===== config.mk =====
export PLATFORM = sky130hd
export DESIGN_NAME = nand_addr_seq
export DESIGN_NICKNAME = d
export VERILOG_FILES = /design/src/rtl/nand_seq_pkg.sv /design/src/rtl/nand_cyc_engine.sv /design/src/rtl/nand_rb_flag.sv /design/src/rtl/nand_seq_ctrl.sv /design/src/rtl/nand_addr_seq.sv
export SDC_FILE = /design/constraint.sdc
export NUM_CORES = 1
export LEC_CHECK = 0
export BUFFER_PORTS_ARGS = -buffer_cell sky130_fd_sc_hd__buf_4
export CAP_MARGIN = 20
export CORE_AREA = 2 2 126 103
export CTS_BUF_LIST = sky130_fd_sc_hd__clkbuf_2
export DETAILED_ROUTE_END_ITERATION = 12
export DIE_AREA = 0 0 128 105
export GPL_TIMING_DRIVEN = 0
export PLACE_DENSITY = 0.75
export SETUP_SLACK_MARGIN = 0.4
export SYNTH_ARGS = -nofsm -noshare
export SYNTH_HDL_FRONTEND = slang
export SYNTH_SLANG_ARGS = --single-unit
export TNS_END_PERCENT = 1

===== constraint.sdc =====
create_clock -name clk -period 4 [get_ports clk]
set_input_delay 0.2 -clock clk [delete_from_list [all_inputs] [get_ports clk]]
set_output_delay 0.2 -clock clk [all_outputs]
set_load 0.05 [all_outputs]

===== src/rtl/nand_seq_pkg.sv =====
package nand_seq_pkg;

  typedef enum logic [1:0] {
    CYC_CMD = 2'd0,
    CYC_ADR = 2'd1,
    CYC_WR  = 2'd2,
    CYC_RD  = 2'd3
  } cyc_kind_e;

  typedef enum logic [2:0] {
    ST_IDLE  = 3'd0,
    ST_CMD1  = 3'd1,
    ST_ADDR  = 3'd2,
    ST_CMD2  = 3'd3,
    ST_DATA  = 3'd4,
    ST_DRAIN = 3'd5,
    ST_RESP  = 3'd6
  } seq_state_e;

  // address field positions (decoded by the sequencer)
  localparam int A_CMD1_LO = 3;
  localparam int A_CMD2_LO = 11;
  localparam int A_PHASE   = 19;
  localparam int A_ENDV    = 20;
  localparam int A_NCYC_LO = 21;
  localparam int A_CLRCS   = 21;
  localparam int A_CTRL    = 24;

endpackage


===== src/rtl/nand_cyc_engine.sv =====
module nand_cyc_engine
  import nand_seq_pkg::*;
#(
  parameter int unsigned T_WP  = 3,
  parameter int unsigned T_WC  = 5,
  parameter int unsigned T_RP  = 3,
  parameter int unsigned T_RC  = 5,
  parameter int unsigned T_REA = 2
) (
  input  logic       clk,
  input  logic       rst_ni,
  input  logic       go,
  input  cyc_kind_e  kind_i,
  input  logic [7:0] byte_i,
  input  logic [1:0] lane_i,
  output logic       free,
  output logic       busy,
  output logic       cle,
  output logic       ale,
  output logic       we_n,
  output logic       re_n,
  output logic [7:0] dq_o,
  output logic       dq_oe,
  input  logic [7:0] dq_i,
  output logic       cap_vld,
  output logic [1:0] cap_lane,
  output logic [7:0] cap_byte
);

  localparam int unsigned TMAX = (T_WC > T_RC) ? T_WC : T_RC;
  localparam int unsigned CW   = (TMAX > 2) ? $clog2(TMAX) : 1;
  localparam logic [CW-1:0] WP_C  = CW'(T_WP);
  localparam logic [CW-1:0] RP_C  = CW'(T_RP);
  localparam logic [CW-1:0] REA_C = CW'(T_REA);
  localparam logic [CW-1:0] WC_L  = CW'(T_WC - 1);
  localparam logic [CW-1:0] RC_L  = CW'(T_RC - 1);

  logic            busy_q, busy_d;
  logic [CW-1:0]   cnt_q, cnt_d;
  cyc_kind_e       kind_q, kind_d;
  logic [7:0]      byte_q, byte_d;
  logic [1:0]      lane_q, lane_d;
  logic            cle_q, ale_q, we_n_q, re_n_q, oe_q;
  logic            cle_d, ale_d, we_n_d, re_n_d, oe_d;
  logic [7:0]      dq_q;
  logic            last, rd_q, wr_d, rd_d;

  assign rd_q = busy_q && (kind_q == CYC_RD);
  assign last = busy_q && (cnt_q == (rd_q ? RC_L : WC_L));
  assign free = !busy_q || last;

  always_comb begin
    busy_d = busy_q;
    cnt_d  = cnt_q;
    kind_d = kind_q;
    byte_d = byte_q;
    lane_d = lane_q;
    if (go && free) begin
      busy_d = 1'b1;
      cnt_d  = '0;
      kind_d = kind_i;
      byte_d = byte_i;
      lane_d = lane_i;
    end else if (last) begin
      busy_d = 1'b0;
      cnt_d  = '0;
    end else if (busy_q) begin
      cnt_d  = cnt_q + 1'b1;
    end
    wr_d   = busy_d && (kind_d != CYC_RD);
    rd_d   = busy_d && (kind_d == CYC_RD);
    cle_d  = busy_d && (kind_d == CYC_CMD);
    ale_d  = busy_d && (kind_d == CYC_ADR);
    we_n_d = !(wr_d && (cnt_d < WP_C));
    re_n_d = !(rd_d && (cnt_d < RP_C));
    oe_d   = wr_d;
  end

  always_ff @(posedge clk or negedge rst_ni) begin
    if (!rst_ni) begin
      busy_q <= 1'b0;
      cnt_q  <= '0;
      kind_q <= CYC_CMD;
      byte_q <= '0;
      lane_q <= '0;
      cle_q  <= 1'b0;
      ale_q  <= 1'b0;
      we_n_q <= 1'b1;
      re_n_q <= 1'b1;
      oe_q   <= 1'b0;
      dq_q   <= '0;
    end else begin
      busy_q <= busy_d;
      cnt_q  <= cnt_d;
      kind_q <= kind_d;
      byte_q <= byte_d;
      lane_q <= lane_d;
      cle_q  <= cle_d;
      ale_q  <= ale_d;
      we_n_q <= we_n_d;
      re_n_q <= re_n_d;
      oe_q   <= oe_d;
      dq_q   <= byte_d;
    end
  end

  assign busy     = busy_q;
  assign cle      = cle_q;
  assign ale      = ale_q;
  assign we_n     = we_n_q;
  assign re_n     = re_n_q;
  assign dq_oe    = oe_q;
  assign dq_o     = dq_q;
  assign cap_vld  = rd_q && (cnt_q == REA_C);
  assign cap_lane = lane_q;
  assign cap_byte = dq_i;

  // command and address latch are exclusive
  p_latch_excl_r2: assert property (@(posedge clk) disable iff (!rst_ni)
    !(cle_q && ale_q));
  // read and write strobes never overlap
  p_strobe_excl_r5: assert property (@(posedge clk) disable iff (!rst_ni)
    !(!we_n_q && !re_n_q));
  // data driven whenever the write strobe is low
  p_we_data_r4: assert property (@(posedge clk) disable iff (!rst_ni)
    !we_n_q |-> oe_q);
  // data stable during a write strobe low phase
  p_dq_hold_r4: assert property (@(posedge clk) disable iff (!rst_ni)
    (!we_n_q && !$past(we_n_q)) |-> $stable(dq_q));

endmodule


===== src/rtl/nand_rb_flag.sv =====
module nand_rb_flag (
  input  logic clk,
  input  logic rst_ni,
  input  logic rb_n,
  input  logic clr,
  output logic flag,
  output logic level
);

  logic s1_q, s2_q, prev_q, flag_q, flag_d, rise;

  assign rise = s2_q && !prev_q;

  always_comb begin
    flag_d = flag_q;
    if (rise)     flag_d = 1'b1;
    else if (clr) flag_d = 1'b0;
  end

  always_ff @(posedge clk or negedge rst_ni) begin
    if (!rst_ni) begin
      s1_q   <= 1'b1;
      s2_q   <= 1'b1;
      prev_q <= 1'b1;
      flag_q <= 1'b0;
    end else begin
      s1_q   <= rb_n;
      s2_q   <= s1_q;
      prev_q <= s2_q;
      flag_q <= flag_d;
    end
  end

  assign flag  = flag_q;
  assign level = s2_q;

  // a synchronized rising ready line sets the flag
  p_rise_sets_r11: assert property (@(posedge clk) disable iff (!rst_ni)
    (s2_q && !prev_q) |=> flag_q);

endmodule


===== src/rtl/nand_seq_ctrl.sv =====
module nand_seq_ctrl
  import nand_seq_pkg::*;
(
  input  logic        clk,
  input  logic        rst_ni,
  input  logic        h_req,
  input  logic        h_we,
  input  logic [24:3] h_addr,
  input  logic [31:0] h_wdata,
  input  logic [3:0]  h_be,
  output logic [31:0] h_rdata,
  output logic        h_wait,
  output logic        item_vld,
  output cyc_kind_e   item_kind,
  output logic [7:0]  item_byte,
  output logic [1:0]  item_lane,
  input  logic        eng_free,
  input  logic        eng_busy,
  input  logic        cap_vld,
  input  logic [1:0]  cap_lane,
  input  logic [7:0]  cap_byte,
  output logic        ce_n,
  output logic        flag_clr,
  input  logic        flag_val,
  input  logic        rb_lvl
);

  seq_state_e  st_q, st_d;
  logic [7:0]  start_q, start_d, end_q, end_d;
  logic        endv_q, endv_d;
  logic [2:0]  pend_q, pend_d, left_q, left_d;
  logic [1:0]  idx_q, idx_d;
  logic [31:0] wdata_q, wdata_d, rdata_q, rdata_d;
  logic [3:0]  lanes_q, lanes_d;
  logic        dwr_q, dwr_d, tail_q, tail_d, clrcs_q, clrcs_d, ce_q, ce_d;
  logic [2:0]  ncyc;
  logic [1:0]  low_lane;
  logic        acc;

  assign ncyc = h_addr[A_NCYC_LO+2:A_NCYC_LO];

  always_comb begin
    low_lane = 2'd0;
    for (int i = 3; i >= 0; i--) begin
      if (lanes_q[i]) low_lane = 2'(i);
    end
  end

  always_comb begin
    st_d = st_q; start_d = start_q; end_d = end_q; endv_d = endv_q;
    pend_d = pend_q; left_d = left_q; idx_d = idx_q; wdata_d = wdata_q;
    rdata_d = rdata_q; lanes_d = lanes_q; dwr_d = dwr_q; tail_d = tail_q;
    clrcs_d = clrcs_q; ce_d = ce_q;
    item_vld = 1'b0; item_kind = CYC_CMD; item_byte = 8'h00; item_lane = 2'd0;
    flag_clr = 1'b0;
    acc = 1'b0;
    unique case (st_q)
      ST_IDLE: begin
        if (h_req) begin
          if (h_addr[A_CTRL]) begin
            rdata_d  = {30'd0, rb_lvl, flag_val};
            flag_clr = h_we && h_wdata[0];
            st_d     = ST_RESP;
          end else if (!h_addr[A_PHASE]) begin
            if (!h_we) begin
              rdata_d = 32'd0;
              st_d    = ST_RESP;
            end else begin
              ce_d    = 1'b1;
              wdata_d = h_wdata;
              idx_d   = 2'd0;
              clrcs_d = 1'b0;
              if (pend_q != 3'd0) begin
                left_d = pend_q;
                pend_d = 3'd0;
                st_d   = ST_ADDR;
              end else begin
                start_d = h_addr[A_CMD1_LO+7:A_CMD1_LO];
                end_d   = h_addr[A_CMD2_LO+7:A_CMD2_LO];
                endv_d  = h_addr[A_ENDV];
                if (ncyc > 3'd4) begin
                  left_d = 3'd4;
                  pend_d = ncyc - 3'd4;
                end else begin
                  left_d = ncyc;
                  pend_d = 3'd0;
                end
                st_d = ST_CMD1;
              end
            end
          end else begin
            ce_d    = 1'b1;
            wdata_d = h_wdata;
            lanes_d = h_be;
            dwr_d   = h_we;
            tail_d  = h_addr[A_ENDV];
            clrcs_d = h_addr[A_CLRCS];
            rdata_d = 32'd0;
            st_d    = ST_DATA;
          end
        end
      end
      ST_CMD1: begin
        item_vld  = 1'b1;
        item_kind = CYC_CMD;
        item_byte = start_q;
        acc       = eng_free;
        if (acc) begin
          if (left_q != 3'd0) st_d = ST_ADDR;
          else if (endv_q)    st_d = ST_CMD2;
          else                st_d = ST_DRAIN;
        end
      end
      ST_ADDR: begin
        item_vld  = 1'b1;
        item_kind = CYC_ADR;
        item_byte = wdata_q[{idx_q, 3'b000} +: 8];
        acc       = eng_free;
        if (acc) begin
          idx_d  = idx_q + 2'd1;
          left_d = left_q - 3'd1;
          if (left_q == 3'd1)
            st_d = (pend_q == 3'd0 && endv_q) ? ST_CMD2 : ST_DRAIN;
        end
      end
      ST_CMD2: begin
        item_vld  = 1'b1;
        item_kind = CYC_CMD;
        item_byte = end_q;
        acc       = eng_free;
        if (acc) st_d = ST_DRAIN;
      end
      ST_DATA: begin
        if (lanes_q == 4'd0) begin
          st_d = tail_q ? ST_CMD2 : ST_DRAIN;
        end else begin
          item_vld  = 1'b1;
          item_kind = dwr_q ? CYC_WR : CYC_RD;
          item_byte = wdata_q[{low_lane, 3'b000} +: 8];
          item_lane = low_lane;
          acc       = eng_free;
          if (acc) lanes_d[low_lane] = 1'b0;
        end
      end
      ST_DRAIN: begin
        if (!eng_busy) begin
          st_d = ST_RESP;
          if (clrcs_q) ce_d = 1'b0;
        end
      end
      ST_RESP:  st_d = ST_IDLE;
      default:  st_d = ST_IDLE;
    endcase
    if (cap_vld) rdata_d[{cap_lane, 3'b000} +: 8] = cap_byte;
  end

  always_ff @(posedge clk or negedge rst_ni) begin
    if (!rst_ni) begin
      st_q <= ST_IDLE; start_q <= '0; end_q <= '0; endv_q <= 1'b0;
      pend_q <= '0; left_q <= '0; idx_q <= '0; wdata_q <= '0; rdata_q <= '0;
      lanes_q <= '0; dwr_q <= 1'b0; tail_q <= 1'b0; clrcs_q <= 1'b0; ce_q <= 1'b0;
    end else begin
      st_q <= st_d; start_q <= start_d; end_q <= end_d; endv_q <= endv_d;
      pend_q <= pend_d; left_q <= left_d; idx_q <= idx_d; wdata_q <= wdata_d;
      rdata_q <= rdata_d; lanes_q <= lanes_d; dwr_q <= dwr_d; tail_q <= tail_d;
      clrcs_q <= clrcs_d; ce_q <= ce_d;
    end
  end

  assign h_wait  = h_req && (st_q != ST_RESP);
  assign h_rdata = rdata_q;
  assign ce_n    = !ce_q;

  // leftover address bytes never exceed what one extra write carries
  p_pend_bound_r3: assert property (@(posedge clk) disable iff (!rst_ni)
    pend_q <= 3'd3);
  // the engine only runs while an access is still outstanding
  p_busy_in_access_r10: assert property (@(posedge clk) disable iff (!rst_ni)
    eng_busy |-> (st_q != ST_IDLE && st_q != ST_RESP));

endmodule


===== src/rtl/nand_addr_seq.sv =====
module nand_addr_seq
  import nand_seq_pkg::*;
#(
  parameter int unsigned T_WP  = 3,
  parameter int unsigned T_WC  = 5,
  parameter int unsigned T_RP  = 3,
  parameter int unsigned T_RC  = 5,
  parameter int unsigned T_REA = 2
) (
  input  logic        clk,
  input  logic        rst_n,
  input  logic        h_req,
  input  logic        h_we,
  input  logic [24:3] h_addr,
  input  logic [31:0] h_wdata,
  input  logic [3:0]  h_be,
  output logic [31:0] h_rdata,
  output logic        h_wait,
  output logic        nd_ce_n,
  output logic        nd_cle,
  output logic        nd_ale,
  output logic        nd_we_n,
  output logic        nd_re_n,
  output logic [7:0]  nd_dq_o,
  output logic        nd_dq_oe,
  input  logic [7:0]  nd_dq_i,
  input  logic        nd_rb_n
);

  logic       rs1_q, rs2_q, rst_ni;
  logic       item_vld, eng_free, eng_busy, cap_vld, flag_clr, flag_val, rb_lvl;
  cyc_kind_e  item_kind;
  logic [7:0] item_byte, cap_byte;
  logic [1:0] item_lane, cap_lane;

  always_ff @(posedge clk or negedge rst_n) begin
    if (!rst_n) begin
      rs1_q <= 1'b0;
      rs2_q <= 1'b0;
    end else begin
      rs1_q <= 1'b1;
      rs2_q <= rs1_q;
    end
  end
  assign rst_ni = rs2_q;

  nand_seq_ctrl u_ctrl (
    .clk(clk), .rst_ni(rst_ni),
    .h_req(h_req), .h_we(h_we), .h_addr(h_addr), .h_wdata(h_wdata), .h_be(h_be),
    .h_rdata(h_rdata), .h_wait(h_wait),
    .item_vld(item_vld), .item_kind(item_kind), .item_byte(item_byte), .item_lane(item_lane),
    .eng_free(eng_free), .eng_busy(eng_busy),
    .cap_vld(cap_vld), .cap_lane(cap_lane), .cap_byte(cap_byte),
    .ce_n(nd_ce_n), .flag_clr(flag_clr), .flag_val(flag_val), .rb_lvl(rb_lvl)
  );

  nand_cyc_engine #(
    .T_WP(T_WP), .T_WC(T_WC), .T_RP(T_RP), .T_RC(T_RC), .T_REA(T_REA)
  ) u_eng (
    .clk(clk), .rst_ni(rst_ni),
    .go(item_vld), .kind_i(item_kind), .byte_i(item_byte), .lane_i(item_lane),
    .free(eng_free), .busy(eng_busy),
    .cle(nd_cle), .ale(nd_ale), .we_n(nd_we_n), .re_n(nd_re_n),
    .dq_o(nd_dq_o), .dq_oe(nd_dq_oe), .dq_i(nd_dq_i),
    .cap_vld(cap_vld), .cap_lane(cap_lane), .cap_byte(cap_byte)
  );

  nand_rb_flag u_flag (
    .clk(clk), .rst_ni(rst_ni), .rb_n(nd_rb_n), .clr(flag_clr),
    .flag(flag_val), .level(rb_lvl)
  );

  // chip enable covers every latch or strobe activity
  p_ce_cover_r9: assert property (@(posedge clk) disable iff (!rst_ni)
    (nd_cle || nd_ale || !nd_we_n || !nd_re_n) |-> !nd_ce_n);

endmodule


==> out/results.txt, run 1 <==
The sequential power share was 0.370; the fraction of synthesis flops using an asynchronous set or reset pin was 1.00. Using the TritonRoute via totals, the vias-per-cell ratio works out to 5.70. The power spent charging and discharging nets was 2180 uW; the die footprint was 13400 um^2. OpenSTA, run right after detailed placement, puts the worst setup slack at 1.52 ns. The run finished with clean final reports.

Chip width: 128 um. The logs give 5221 for the number of global-route vias before repair and 6000 um^2 for the cell area after technology mapping. The cell count after synthesis was 485. In this run the clock root is driven by a sky130_fd_sc_hd__clkbuf_2. Across the run, the number of max-cap violations was 0. The count of unresolved DRC violations after routing was 0. Clock skew on the completed layout was measured at 0.0398 ns. The actual transition at the worst max-transition pin was 0.883 ns. The remaining global-route overflow was 0. Walking the worst path, the cells encountered are buf_2, nor4b_1, and3_1, buf_2, buf_2, a32o_1, dlygate4sd3_1. The type of the worst min-delay path was in2reg. The slowest cell on the critical path is sky130_fd_sc_hd__nor4b_1.

The count of distinct cell types in the synthesized netlist was 58. The overall routing resource usage was 0.256; the max-slew violation count was 0. The starting density of the core is 0.497, and the number of buffers added to fix hold violations after cts is 82. The mean area per synthesized cell works out to 12.4 um^2. The setup path with the least slack is of type reg2reg. Clock tree synthesis inserted a total of 17 buffers. TritonCTS built the clock tree. The tools report the total number of vias as 4956. When the netlist entered floorplanning its net count stood at 567. The die outline height was 105 um. The worst setup path is launched from a register. Counting flops and latches in the post-synthesis netlist gives 127. The tools report the initial antenna violation count as 0. At the end of the flow, the number of nets in the layout was 786. The most prevalent standard cell on the critical path is sky130_fd_sc_hd__buf_2. The share of layout cells above drive strength 1 was 0.343. The count of port buffers added during placement was 117; the routed wire length per instance was 19.0 um.

The number of detailed-routing iterations run before antenna repair was 5; the biggest fanout along the worst timing path was 10. Floorplan row count: 36. Part of the total power dissipated in combinational logic: 0.471. The final weighted congestion of routability-driven global placement is 0.893. The most common flop cell mapped by yosys was sky130_fd_sc_hd__dfrtp_1. The run gives 354 MHz as the highest achievable clock rate.

The run gives 0.000577 V as the worst ir drop on vdd. The number of failing hold endpoints at the final stage came out at 0. The reported leakage power is 0.00376 uW.

Source-to-sink clock delay at the later pin of the worst-skew pair: 0.68 ns. The final critical-path required period works out to 2.82 ns. The tools report the Yosys warning count as 0. CTS saw 127 sinks.

In this run, synthesis inferred 0 flip-flops with an integrated enable. The final period utilization is 0.706. After legalization and detailed placement, the total HPWL measured 10800 um.

The tools report the number of antenna-violating nets in the routed design as 0. The post-layout worst setup margin is 1.18 ns, and the required time reported for the critical path endpoint is 4.65 ns. Setup repair after global routing left no endpoint under its margin. For the worst setup path, the data arrival time is 3.47 ns. In this run the post-CTS setup repair buffer count came out at 0. The share of the yosys chip area belonging to registers was 0.531. After clock tree synthesis, the clock-pin slew on the worst setup and hold paths is 0.22 ns. Number of levels in the clock H-tree: 4.

The run gives 0 as the final antenna diode count. The stage delay of the slowest cell on the critical path is 0.61 ns, and the pin count of the biggest net entering global routing is 72. Relative area change from synthesis to final layout: 36.3%.

The number of resized instances in the post-cts repair step was 0; the cell-internal power was 3160 uW. In this run the power density over the cells is 653 nW/um^2. The area of the core region is 12100 um^2. The post-route setup TNS came out at 0 ns.

The longest clock path from root to sink contains 2 buffers. For the core utilization of the finished layout, the log shows 0.677. The first global-routing pass estimated 26600 um of wire. The clock network power share is 0.159.

For this block, the routed nets add up to 16500 um of wire. The relative slew slack is 0.411, and the switching share of total power is 0.409. The tools report the count of routing violations after the opening detailed-route iteration as 296.

The logs give 0 for the final setup violation count and 118 for the number of ports placed on the die boundary. The worst setup path is captured at a register.
## cells in the mapped netlist, types with 8 or more instances
library cell | number | area share
sky130_fd_sc_hd__a21oi_1 | 35 | 0.029
sky130_fd_sc_hd__nand2_1 | 27 | 0.017
sky130_fd_sc_hd__inv_1 | 14 | 0.0088
sky130_fd_sc_hd__mux2_2 | 51 | 0.096
sky130_fd_sc_hd__nor2_1 | 16 | 0.010
sky130_fd_sc_hd__clkbuf_1 | 12 | 0.0075
sky130_fd_sc_hd__dfrtp_1 | 122 | 0.51
sky130_fd_sc_hd__mux4_2 | 16 | 0.060
sky130_fd_sc_hd__mux2i_1 | 9 | 0.015
sky130_fd_sc_hd__a211oi_1 | 9 | 0.011
sky130_fd_sc_hd__buf_2 | 8 | 0.0067
sky130_fd_sc_hd__o21ai_0 | 31 | 0.026
sky130_fd_sc_hd__a22o_1 | 35 | 0.051
sky130_fd_sc_hd__ha_1 | 11 | 0.023
## state kept, by name, summed over array words and instances (netlist names), 4 cells and up
register,flops
u_ctrl.start_q,8
u_ctrl.lanes_q,4
u_ctrl.wdata_q,32
u_ctrl.h_rdata,32
u_eng.byte_q,8
u_ctrl.end_q,8
## kinds of logic (layout without fill, tap and decap cells)
family                   Yosys count  count (layout)  share of synthesized area
adder cells (fa/ha/maj)           11              11                     0.0229
flip-flops                       127             127                      0.531
AO/OA/AOI/OAI                    137             137                      0.155
multiplexers                      76              76                      0.171
AND/OR/NAND/NOR                   94              94                     0.0901
other                              1               1                   0.000625
buffers and inverters             39             271                     0.0298
## power groups by stage
stage               combinational (uW)  clock, uW  sequential, uW
global route                      2720        918            2020
finish                            2520        849            1970
floorplan                         1530          0            2140
detailed placement                2370          0            1990
global placement                  2260          0            1970
CTS                               2500        858            1960
## per-layer routing
metal / global-route usage / part of all wire
met1: 0.338 / 0.42
met2: 0.419 / 0.50
met3: 0.0666 / 0.066
met4: 0.0754 / 0.015
met5: 0 / 0
## final timing paths
path	depth (start not counted)	endpoint	from	slack [ns]
max	7	u_ctrl.pend_q[0]	u_ctrl.st_q[0]	1.18
min	2	u_flag.s1_q	nd_rb_n	0.20
max reg2reg	7	u_ctrl.pend_q[0]	u_ctrl.st_q[0]	1.18
max in group asynchronous	1	u_eng.we_n	rs2_q	2.72
min reg2reg	0	u_flag.level	u_flag.s1_q	0.38
min in group asynchronous	3	rs2_q	rst_n	0.32
## layout by cell type, fill, tap and decap left out, types with 11 or more instances in the layout
cell                              n
sky130_fd_sc_hd__a21oi_1         35
sky130_fd_sc_hd__a22o_1          35
sky130_fd_sc_hd__buf_4          117
sky130_fd_sc_hd__clkbuf_1        12
sky130_fd_sc_hd__clkbuf_2        17
sky130_fd_sc_hd__dfrtp_1        121
sky130_fd_sc_hd__dlygate4sd3_1   82
sky130_fd_sc_hd__ha_1            11
sky130_fd_sc_hd__inv_1           14
sky130_fd_sc_hd__mux2_2          51
sky130_fd_sc_hd__mux4_2          16
sky130_fd_sc_hd__nand2_1         27
sky130_fd_sc_hd__nor2_1          16
sky130_fd_sc_hd__o21ai_0         31
## layout make-up
| class | instances | area (um^2) |
|---|---|---|
| Fill cell | 872 | 3900 |
| Clock buffer | 17 | 85.1 |
| Sequential cell | 127 | 3190 |
| Tap cell | 152 | 190 |
| Inverter | 14 | 52.6 |
| Clock inverter | 15 | 170 |
| Buffer | 25 | 126 |
| Multi-Input combinational cell | 319 | 2640 |
| Timing Repair Buffer | 200 | 1730 |
## critical path: cells and delay by family (launching register included)
family                 cells  cell delay [ns]
AO/OA/AOI/OAI              1             0.20
buffers and inverters      4             1.29
flip-flops                 1             0.41
AND/OR/NAND/NOR            2             0.88
## through the flow
stage               total power (uW)  instance area [um^2]  hold WS [ns]  cells
global route                    5660                  8170         0.130    869
detailed placement              4360                  7100       -0.0158    755
CTS                             5320                  8170         0.133    869
global placement                4240                  7070       -0.0175    754
finish                          5340                  8170         0.196    869
floorplan                       3670                  6000       -0.0956    485
No activity file was read; power rests on OpenSTA's default activity.
==> inputs of run 2 (changes only) <==
--- a/config.mk
+++ b/config.mk
@@ -12,7 +12,7 @@
 export DETAILED_ROUTE_END_ITERATION = 12
 export DIE_AREA = 0 0 128 105
 export GPL_TIMING_DRIVEN = 0
-export PLACE_DENSITY = 0.75
+export PLACE_DENSITY = 0.73
 export SETUP_SLACK_MARGIN = 0.4
 export SYNTH_ARGS = -nofsm -noshare
 export SYNTH_HDL_FRONTEND = slang
==> constraint.sdc (replaced) <==
create_clock -name clk -period 2.7 [get_ports clk]
set_input_delay 0.135 -clock clk [delete_from_list [all_inputs] [get_ports clk]]
set_output_delay 0.135 -clock clk [all_outputs]
set_load 0.05 [all_outputs]
==> out/results.txt, run 2 (synthesized netlist as in run 1, its figures left out) <==
The tools report the cell-internal power as 4580 uW (+45%). The run gives 0 (unchanged) as the count of unresolved DRC violations after routing. The final antenna diode count was 0 (unchanged); the number of detailed-routing iterations run before antenna repair was 5 (unchanged). The number of standard cells in the layout, taps in and fillers out came out at 862 (-0.81%).

Type of the worst min-delay path: in2reg. The logs give 0.0407 ns (-0.155 ns) for the worst hold slack and 4950 (-0.12%) for the total number of vias. For the total power consumption of the routed design, the log shows 7790 uW (+46%).

Routed wire length per instance: 19.3 um (+1.5%). The mean number of vias per cell works out to 5.74 (+0.69%). The overall routing resource usage is 0.257 (+0.000352), and the clock skew is 0.0340 ns (-0.00575 ns). The required time reported for the critical path endpoint is 3.28 ns (-1.37 ns), and the actual transition at the worst max-transition pin is 0.910 ns (+0.0270 ns). The type of the worst setup path was reg2reg.

The final period utilization was 0.878 (+0.172). The logs give 0 (unchanged) for the initial antenna violation count and 68 (-5.6%) for the pin count of the biggest net entering global routing. The count of routing violations after the opening detailed-route iteration is 415 (+40%). The post-route setup TNS is 0 ns (unchanged).

The root buffer cell was sky130_fd_sc_hd__clkbuf_2. The library cells used most frequently in the layout, excluding fill and tap cells, are sky130_fd_sc_hd__dfrtp_1 (121), sky130_fd_sc_hd__buf_4 (120), sky130_fd_sc_hd__dlygate4sd3_1 (71). The final routed wirelength across all metal layers was 16600 um (+0.73%); the power density relative to cell area was 963 nW/um^2 (+47%).

The number of nets at the end of the flow came out at 779 (-0.89%). The biggest fanout along the worst timing path is 10 (unchanged), and the depth of the worst hold-timing path is 4 (+2). The run gives 0 (unchanged) as the number of failing hold endpoints at the final stage. The relative area change from synthesis to final layout is 34.9%. The post-detailed-placement cell area is 7100 um^2 (unchanged).

The number of global-route vias before repair is 5121 (-1.9%), and the power spent charging and discharging nets is 3210 uW (+47%). The logs give 0 (unchanged) for the final setup violation count and 893 (+2.4%) for the final-layout fill cell count. The number of levels in the clock H-tree was 4 (unchanged); the final critical-path required period was 2.37 ns (-0.454 ns). TritonCTS built the clock tree. The sequential power share was 0.377 (+0.007); the floorplan row count was 36 (unchanged). The cell depth of the worst flop-to-flop path works out to 5 (-2). The number of antenna-violating nets in the routed design was 0 (unchanged). The highest achievable clock rate is 422 MHz (+19%). The logs give 755 (unchanged) for the cell total after placement and 118 (unchanged) for the number of ports placed on the die boundary.

The max-slew violation count was 0 (unchanged); the die outline height was 105 um (unchanged). Count of port buffers added during placement: 117 (unchanged). The logs give 0.000586 V (+1.6%) for the worst ir drop on vdd and 11000 um (+1.4%) for the HPWL reported at the end of detailed placement. The part of the total power dissipated in combinational logic was 0.475 (+0.004); the finished layout cell area was 8090 um^2 (-1.0%).

The total CTS buffers is 17 (unchanged). The logs give 0 (unchanged) for the remaining global-route overflow and 0.148 (-0.011) for the clock network power share. The logs give 2 (unchanged) for the number of buffers between clock root and the deepest sink and 127 (unchanged) for the number of clock sinks seen by CTS.

The clock edge transition at the registers on the reported setup and hold paths was 0.19 ns (-0.03 ns); the area of the core region was 12100 um^2 (unchanged). The first-pass GRT wire length was 26300 um (-0.96%); the max capacitance violation total was 0 (unchanged). The tools report the endpoint type of the worst setup path as a register. The chip width works out to 128 um (unchanged). The run finished with clean final reports. The starting density of the core was 0.497 (unchanged); the reported leakage power was 0.00373 uW (-0.71%). Die footprint: 13400 um^2 (unchanged). Leaving out fill and tap cells, the most frequent cell in the layout is sky130_fd_sc_hd__dfrtp_1. The switching share of total power is 0.412 (+0.00331), and the worst endpoint data arrival time is 2.95 ns (-0.52 ns).

The tools report the final weighted congestion of routability-driven global placement as 0.870 (-2.6%). The worst setup path is launched from a register. The share of layout cells above drive strength 1 is 0.361 (+0.0175).

The run gives 0.393 (-0.0180) as the relative slew slack. Setup repair after global routing could not meet its margin everywhere. The run gives 0.70 ns (+0.02 ns) as the source-to-sink clock delay at the later pin of the worst-skew pair.
run 2: cell count changes in the layout (fill, tap and decap cells not counted), sizes merged:
cell         change
bufinv           -1
clkbuf           +4
clkinv           -2
dlygate4sd3     -11
buf              +3
run 2: final cells by class:
cell class | count | area, um^2 | area share
Multi-Input combinational cell | 319 | 2640 | 0.327
Tap cell | 152 | 190 | 0.0235
Clock inverter | 12 | 119 | 0.0147
Buffer | 25 | 139 | 0.0172
Sequential cell | 127 | 3190 | 0.394
Clock buffer | 20 | 100 | 0.0124
Inverter | 14 | 52.6 | 0.00650
Timing Repair Buffer | 193 | 1660 | 0.205
run 2: final timing paths:
kind                                  start                 to  slack [ns]
setup / recovery           u_ctrl.pend_q[1]  u_ctrl.start_q[0]        0.33
hold / removal                   h_addr[24]   u_ctrl.left_q[0]        0.04
setup reg to reg           u_ctrl.pend_q[1]  u_ctrl.start_q[0]        0.33
hold reg to reg                 u_flag.s1_q       u_flag.level        0.37
max in group asynchronous             rs2_q         u_eng.we_n        1.42
min in group asynchronous             rst_n              rs2_q        0.29
run 2: power by group through the flow:
stage | clock network [uW] | logic (uW) | registers (uW)
3_5_place_dp | 0 | 3490 | 2950
3_3_place_gp | 0 | 3350 | 2930
2_1_floorplan | 0 | 2270 | 3170
5_1_grt | 1260 | 3990 | 3010
6_report | 1150 | 3700 | 2940
4_1_cts | 1170 | 3640 | 2920
run 2: worst max-delay path: stages, from the launching register on:
cell and delay, ns:
sky130_fd_sc_hd__dfrtp_1 0.45, sky130_fd_sc_hd__nor3_1 0.58, sky130_fd_sc_hd__and3_1 0.26, sky130_fd_sc_hd__buf_2 0.27
sky130_fd_sc_hd__buf_2 0.34, sky130_fd_sc_hd__mux2_2 0.37
run 2: stage by stage:
| step | util | setup slack, ns |
|---|---|---|
| after floorplan | - | 0.589 |
| after global placement | 0.586 | -0.111 |
| after detailed placement | 0.588 | 0.216 |
| after CTS | 0.667 | 0.282 |
| after global routing | 0.670 | 0.195 |
| final | 0.670 | 0.329 |
run 2: routing by layer:
metal,GRT usage,share of wire
met1,0.341,0.43
met2,0.414,0.50
met3,0.0599,0.058
met4,0.0895,0.017
met5,0,0
run 2: timing repair:
action,CTS,global route
pin swaps,1,1
hold buffers,71,0
setup buffers,2,2
hold endpoints to repair,100,0
endpoints found under the setup margin,40,78
resized for setup,6,5
